--- config.mk ---
export PLATFORM = sky130hd
export DESIGN_NAME = snd_bridge
export DESIGN_NICKNAME = d
export VERILOG_FILES = /design/src/rtl/snd_bridge_pkg.sv /design/src/rtl/snd_bridge_decode.sv /design/src/rtl/snd_bridge_regfile.sv /design/src/rtl/snd_bridge.sv
export SDC_FILE = /design/constraint.sdc
export NUM_CORES = 1
export LEC_CHECK = 0
export BUFFER_PORTS_ARGS = -buffer_cell sky130_fd_sc_hd__buf_2
export CAP_MARGIN = 25
export CORE_MARGIN = 4
export CORE_UTILIZATION = 55
export CTS_CLUSTER_DIAMETER = 80
export DETAILED_ROUTE_END_ITERATION = 16
export GPL_ROUTABILITY_DRIVEN = 0
export GPL_TIMING_DRIVEN = 0
export PLACE_DENSITY = 0.84
export RECOVER_POWER = 100
export SLEW_MARGIN = 10
export SYNTH_ARGS = -nofsm -noshare
export SYNTH_HDL_FRONTEND = slang
export SYNTH_SLANG_ARGS = --single-unit
--- constraint.sdc ---
create_clock -name clk -period 3.3 [get_ports clk]
set_clock_uncertainty 0.1 [all_clocks]
set_input_delay 0.495 -clock clk [delete_from_list [all_inputs] [get_ports clk]]
set_output_delay 0.495 -clock clk [all_outputs]
set_load 0.02 [all_outputs]
--- src/rtl/snd_bridge_pkg.sv ---
package snd_bridge_pkg;

    // Action produced for one bus cycle
    typedef enum logic [3:0] {
        ACT_NONE,
        ACT_WR_CMD,
        ACT_RD_CMD,
        ACT_LATCH_ADDR,
        ACT_WR_REG,
        ACT_RD_REG,
        ACT_RD_FF,
        ACT_RD_STAT,
        ACT_RD_JOY
    } action_e;

    localparam int CMD_FULL_W = 4;

endpackage

--- src/rtl/snd_bridge_decode.sv ---
module snd_bridge_decode
    import snd_bridge_pkg::*;
#(
    parameter bit EXTENDED = 1'b1
) (
    input  logic [CMD_FULL_W-1:0] cmd,
    input  logic                  cs,
    input  logic                  we,
    input  logic                  port,
    output action_e               act
);

    always_comb begin
        act = ACT_NONE;
        if (cs) begin
            if (!port) begin
                act = we ? ACT_WR_CMD : ACT_RD_CMD;
            end else if (EXTENDED && cmd[3]) begin
                act = we ? ACT_NONE : ACT_RD_JOY;
            end else if (EXTENDED && cmd[2]) begin
                act = we ? ACT_NONE : ACT_RD_STAT;
            end else begin
                unique case (cmd[1:0])
                    2'd0: act = we ? ACT_NONE       : ACT_RD_FF;
                    2'd1: act = we ? ACT_NONE       : ACT_RD_REG;
                    2'd2: act = we ? ACT_WR_REG     : ACT_RD_FF;
                    2'd3: act = we ? ACT_LATCH_ADDR : ACT_RD_REG;
                    default: act = ACT_NONE;
                endcase
            end
        end
    end

endmodule

--- src/rtl/snd_bridge_regfile.sv ---
module snd_bridge_regfile #(
    parameter int DW = 8,
    parameter int AW = 4
) (
    input  logic          clk,
    input  logic          rst_n,
    input  logic          wr_en,
    input  logic [AW-1:0] addr,
    input  logic [DW-1:0] wr_data,
    output logic [DW-1:0] rd_data
);

    localparam int DEPTH = 1 << AW;

    logic [DW-1:0] mem_d [DEPTH];
    logic [DW-1:0] mem_q [DEPTH];

    always_comb begin
        for (int i = 0; i < DEPTH; i++) begin
            mem_d[i] = mem_q[i];
        end
        if (wr_en) begin
            mem_d[addr] = wr_data;
        end
    end

    always_ff @(posedge clk or negedge rst_n) begin
        if (!rst_n) begin
            for (int i = 0; i < DEPTH; i++) begin
                mem_q[i] <= '0;
            end
        end else begin
            for (int i = 0; i < DEPTH; i++) begin
                mem_q[i] <= mem_d[i];
            end
        end
    end

    assign rd_data = mem_q[addr];

endmodule

--- src/rtl/snd_bridge.sv ---
module snd_bridge
    import snd_bridge_pkg::*;
#(
    parameter bit EXTENDED = 1'b1,
    parameter int DW       = 8,
    parameter int AW       = 4
) (
    input  logic          clk,
    input  logic          rst_n,
    input  logic          bus_cs,
    input  logic          bus_we,
    input  logic          bus_port,
    input  logic [DW-1:0] bus_wdata,
    output logic [DW-1:0] bus_rdata,
    input  logic [DW-1:0] status_in,
    input  logic [DW-1:0] joy_in
);

    localparam int CMD_W = EXTENDED ? CMD_FULL_W : 2;

    typedef struct packed {
        logic [CMD_W-1:0] cmd;
        logic [AW-1:0]    addr;
    } state_t;

    state_t                st_d, st_q;
    action_e               act;
    logic [CMD_FULL_W-1:0] cmd_full;
    logic [DW-1:0]         reg_rd;
    logic                  reg_we;

    // Widen the stored command for the decoder
    generate
        if (CMD_W == CMD_FULL_W) begin : g_cmd_ext
            assign cmd_full = st_q.cmd;
        end else begin : g_cmd_basic
            assign cmd_full = {{(CMD_FULL_W-CMD_W){1'b0}}, st_q.cmd};
        end
    endgenerate

    snd_bridge_decode #(.EXTENDED(EXTENDED)) u_decode (
        .cmd  (cmd_full),
        .cs   (bus_cs),
        .we   (bus_we),
        .port (bus_port),
        .act  (act)
    );

    assign reg_we = (act == ACT_WR_REG);

    snd_bridge_regfile #(.DW(DW), .AW(AW)) u_regs (
        .clk     (clk),
        .rst_n   (rst_n),
        .wr_en   (reg_we),
        .addr    (st_q.addr),
        .wr_data (bus_wdata),
        .rd_data (reg_rd)
    );

    always_comb begin
        st_d      = st_q;
        bus_rdata = '1;
        unique case (act)
            ACT_WR_CMD:     st_d.cmd  = bus_wdata[CMD_W-1:0];
            ACT_LATCH_ADDR: st_d.addr = bus_wdata[AW-1:0];
            ACT_RD_CMD:     bus_rdata[CMD_W-1:0] = st_q.cmd;
            ACT_RD_REG:     bus_rdata = reg_rd;
            ACT_RD_STAT:    bus_rdata = status_in;
            ACT_RD_JOY:     bus_rdata = joy_in;
            default:        bus_rdata = '1;
        endcase
    end

    always_ff @(posedge clk or negedge rst_n) begin
        if (!rst_n) begin
            st_q <= '0;
        end else begin
            st_q <= st_d;
        end
    end

endmodule

==> key figures <==
Layout
  • Ant. Diodes: 0
  • Commonest non-fill, non-tap cells in the layout: mux2_2, dfrtp_1, mux4_2
  • NumNets Final: 515
  • Post-Layout Cell Count: 641
  • Area added between synthesis and finish: 13.5%
  • Commonest non-fill, non-tap cell in the layout: mux2_2
  • Fraction of layout cells with a size suffix above 1: 0.522
  • Fill cell count: 830

Power
  • Static Leakage: 3.55 nW
  • VDD IR max: 389 uV
  • Total power: 0.00472 W
  • Power density cells: 628 nW/um^2

Setup path
  • Reg-to-reg critical path startpoint: cmd_full[0]
  • CP startpoint kind: flop
  • Worst EP required: between 2000 and 3000 ps
  • Crit path DAT: 2580 ps
  • Crit path from: st_q[0]
  • Cell depth of the worst setup path: 7
  • Critical path capture point: bus_rdata[5]
  • CP Buf/Inv Count: 4
  • Worst setup EP type: primary output
  • CP Cell Sequence: buf_4 > buf_6 > mux4_2 > mux4_2 > inv_1 > o211ai_1 > clkbuf_2
  • Worst Path Max Fanout: 10
  • Worst R2R Path Depth: 5
  • Most used cell, CP: mux4_2
  • R2r setup slk: 510 ps
  • R2r endpoint: u_regs.mem_q[13]
  • CP top delay family: multiplexers
  • Slowest stage delay, CP: 530 ps
  • Critical path type: flop to primary output
  • Slowest-stage cell, CP: mux4_2

Hold path
  • Type of the most critical hold path: primary input to flop

Logic synthesis
  • Warnings from Yosys: 0
  • Asr flop ratio synth: 1.00
  • Mapped Nets: 460
  • Sequential area share after synthesis: 0.514
  • Top cell type's share of synthesized area: 0.514
  • Synth Register Bits: 136
  • Number of enable flip-flop cells after synthesis: 0
  • Primary FF master, synth: dfrtp_1
  • Average cell area after synthesis: about 15 sq um
  • Largest area contributor in the netlist: dfrtp_1
  • Library cells used by synthesis: 38
  • Synth top area cells: dfrtp_1, mux2_2, mux4_2, nand3_4, mux2i_1
  • Synth Instances: between 400 and 500
  • Synthesized area: 6630 sq um

Clocking
  • CTS tree: built
  • Root Driver: clkbuf_16
  • Worst-Skew Late Latency: about 420 ps
  • Max Buffers Root-to-Sink: 2
  • Total CTS buffers: 17
  • CTS H-Tree Depth: 4
  • Setup bufs post-CTS: 0
  • Sink Count: 136
  • Clock Pin Slew Worst Setup and Hold Paths: 60 ps

STA
  • Worst hold slack: 307 ps
  • Total negative slack: 0 ps
  • Setup violators final: 0
  • Final Max Slew Viols: 0
  • Setup repair after global routing missed its margin: false
  • Final Hold Fails: 0
  • Headroom to the max-slew limit: 0.215
  • Final worst slack: approximately 120 ps
  • Period Utilization, post-route: 0.964
  • Post-route minimum period: about 3200 ps
  • Max Clock Freq: 0.314 GHz
  • Worst slew pin tran: 1180 ps

Status
  • Outcome: finished clean

Placement
  • I/O Buffers: 35
  • DP HPWL: slightly below 10000 um
  • Place WS: 90.6 ps
  • Placed cell count: 610

Floorplanning
  • Core Rows: 39
  • Die Ht: 118 um
  • Die area: 13900 sq um
  • Io pins: 37
  • Core area: 11600 sq um
  • Initial Util: 0.570
  • Horiz. Die Dim: 118 um

Global routing
  • Total track usage: 0.231
  • Largest net degree at the start of global routing: roughly 90
  • Vias in the first global route: ~4300
  • First-pass GRT wire length: 24300 um
  • Initial antenna violation count: 0
  • Congestion Overflow GR: 0

Routing
  • DR iter-0 viols: 279
  • Wire length per cell: 23.5 um
  • Pre-Repair DR Iteration Count: 5
  • DRC Markers: 0
  • Drt total wl: 15000 um
  • Routed vias/inst: 6.17
  • Final ANT Viol Nets: 0
  • Routed vias: 3955

Run
  • Max-cap check violation count: 0
==> Yosys cell counts, types with 2 or more instances <==
master,n
a22oi_1,2
mux2_2,137
nand3_4,10
and3_1,3
buf_4,3
mux2i_1,9
o211ai_1,6
buf_1,4
nand4_2,4
inv_1,6
or2b_1,2
o21ai_0,8
nand2_1,7
nor2_1,5
nand2b_1,2
nand3_1,2
clkbuf_1,14
nand3_2,2
dfrtp_1,136
buf_2,7
nor2b_1,8
mux4_2,34
a221oi_1,5
==> area by class of cell <==
type	instances	area, sq um	share of cell area
Clock buffer	20	457	0.0607
Buffer	28	150	0.0200
Clock inverter	11	171	0.0228
Inverter	6	22.5	0.00299
Multi-Input combinational cell	260	2950	0.392
Timing Repair Buffer	37	190	0.0253
Tap cell	143	179	0.0238
Sequential cell	136	3400	0.453
==> flip-flops by register name, indices dropped and copies added (netlist names) <==
signal,cells
cmd_full,4
u_regs.mem_q,128
st_q,4
==> how the worst min path moves through the flow <==
stage                                start          endpoint  slack (ps)  cells past startpoint
final                         bus_wdata[4]  u_regs.mem_q[84]         310                      2
after global routing          bus_wdata[5]  u_regs.mem_q[53]         310                      2
after CTS                     bus_wdata[5]  u_regs.mem_q[93]         300                      2
after detailed placement             rst_n  u_regs.mem_q[28]         360                      1
after global placement    u_regs.mem_q[40]  u_regs.mem_q[40]         380                      1
after floorplan                      rst_n       cmd_full[0]         100                      0
==> report_power, final <==
part | internal (W) | switching, W
registers | 0.00178 | 0.0000647
clock network | 0.00130 | 0.000705
logic | 0.000409 | 0.000466
total | 0.00349 | 0.00124
==> cells by family (layout without fill, tap and decap cells) <==
kind of cell / count (synthesis) / after routing / synth area share
muxes: 180 / 180 / 0.362
DFF: 136 / 136 / 0.514
and+or+nand+nor: 52 / 52 / 0.0691
buffers and inverters: 35 / 102 / 0.0245
AOI/OAI and AO/OA: 27 / 27 / 0.0293
xor gates and xnor gates: 1 / 1 / 0.00132
==> through the flow <==
stage,util,instance area (sq um)
after floorplan,-,6630
after global placement,0.601,6980
after detailed placement,0.604,7010
after CTS,0.660,7670
after global routing,0.648,7520
final,0.648,7520
==> worst reg2reg max path: cells and delay by family, from the launching register on <==
kind               cells  cell delay, ps
and+or+nand+nor        2            1180
muxes                  1             520
DFF                    1             440
AOI/OAI and AO/OA      2             420
==> routing by layer <==
layer,wire length (um),global-route usage,up-vias
li1,-,-,1743
met2,7520,0.372,126
met3,951,0.0769,24
met4,229,0.0747,0
met1,6350,0.296,2062
met5,0,0,-
==> what timing repair did <==
action,in CTS,in global routing
hold endpoints to repair,46,0
hold buffers,1,0
endpoints found under the setup margin,6,5
resized for setup,8,4
(Power assumes the default switching activity.)
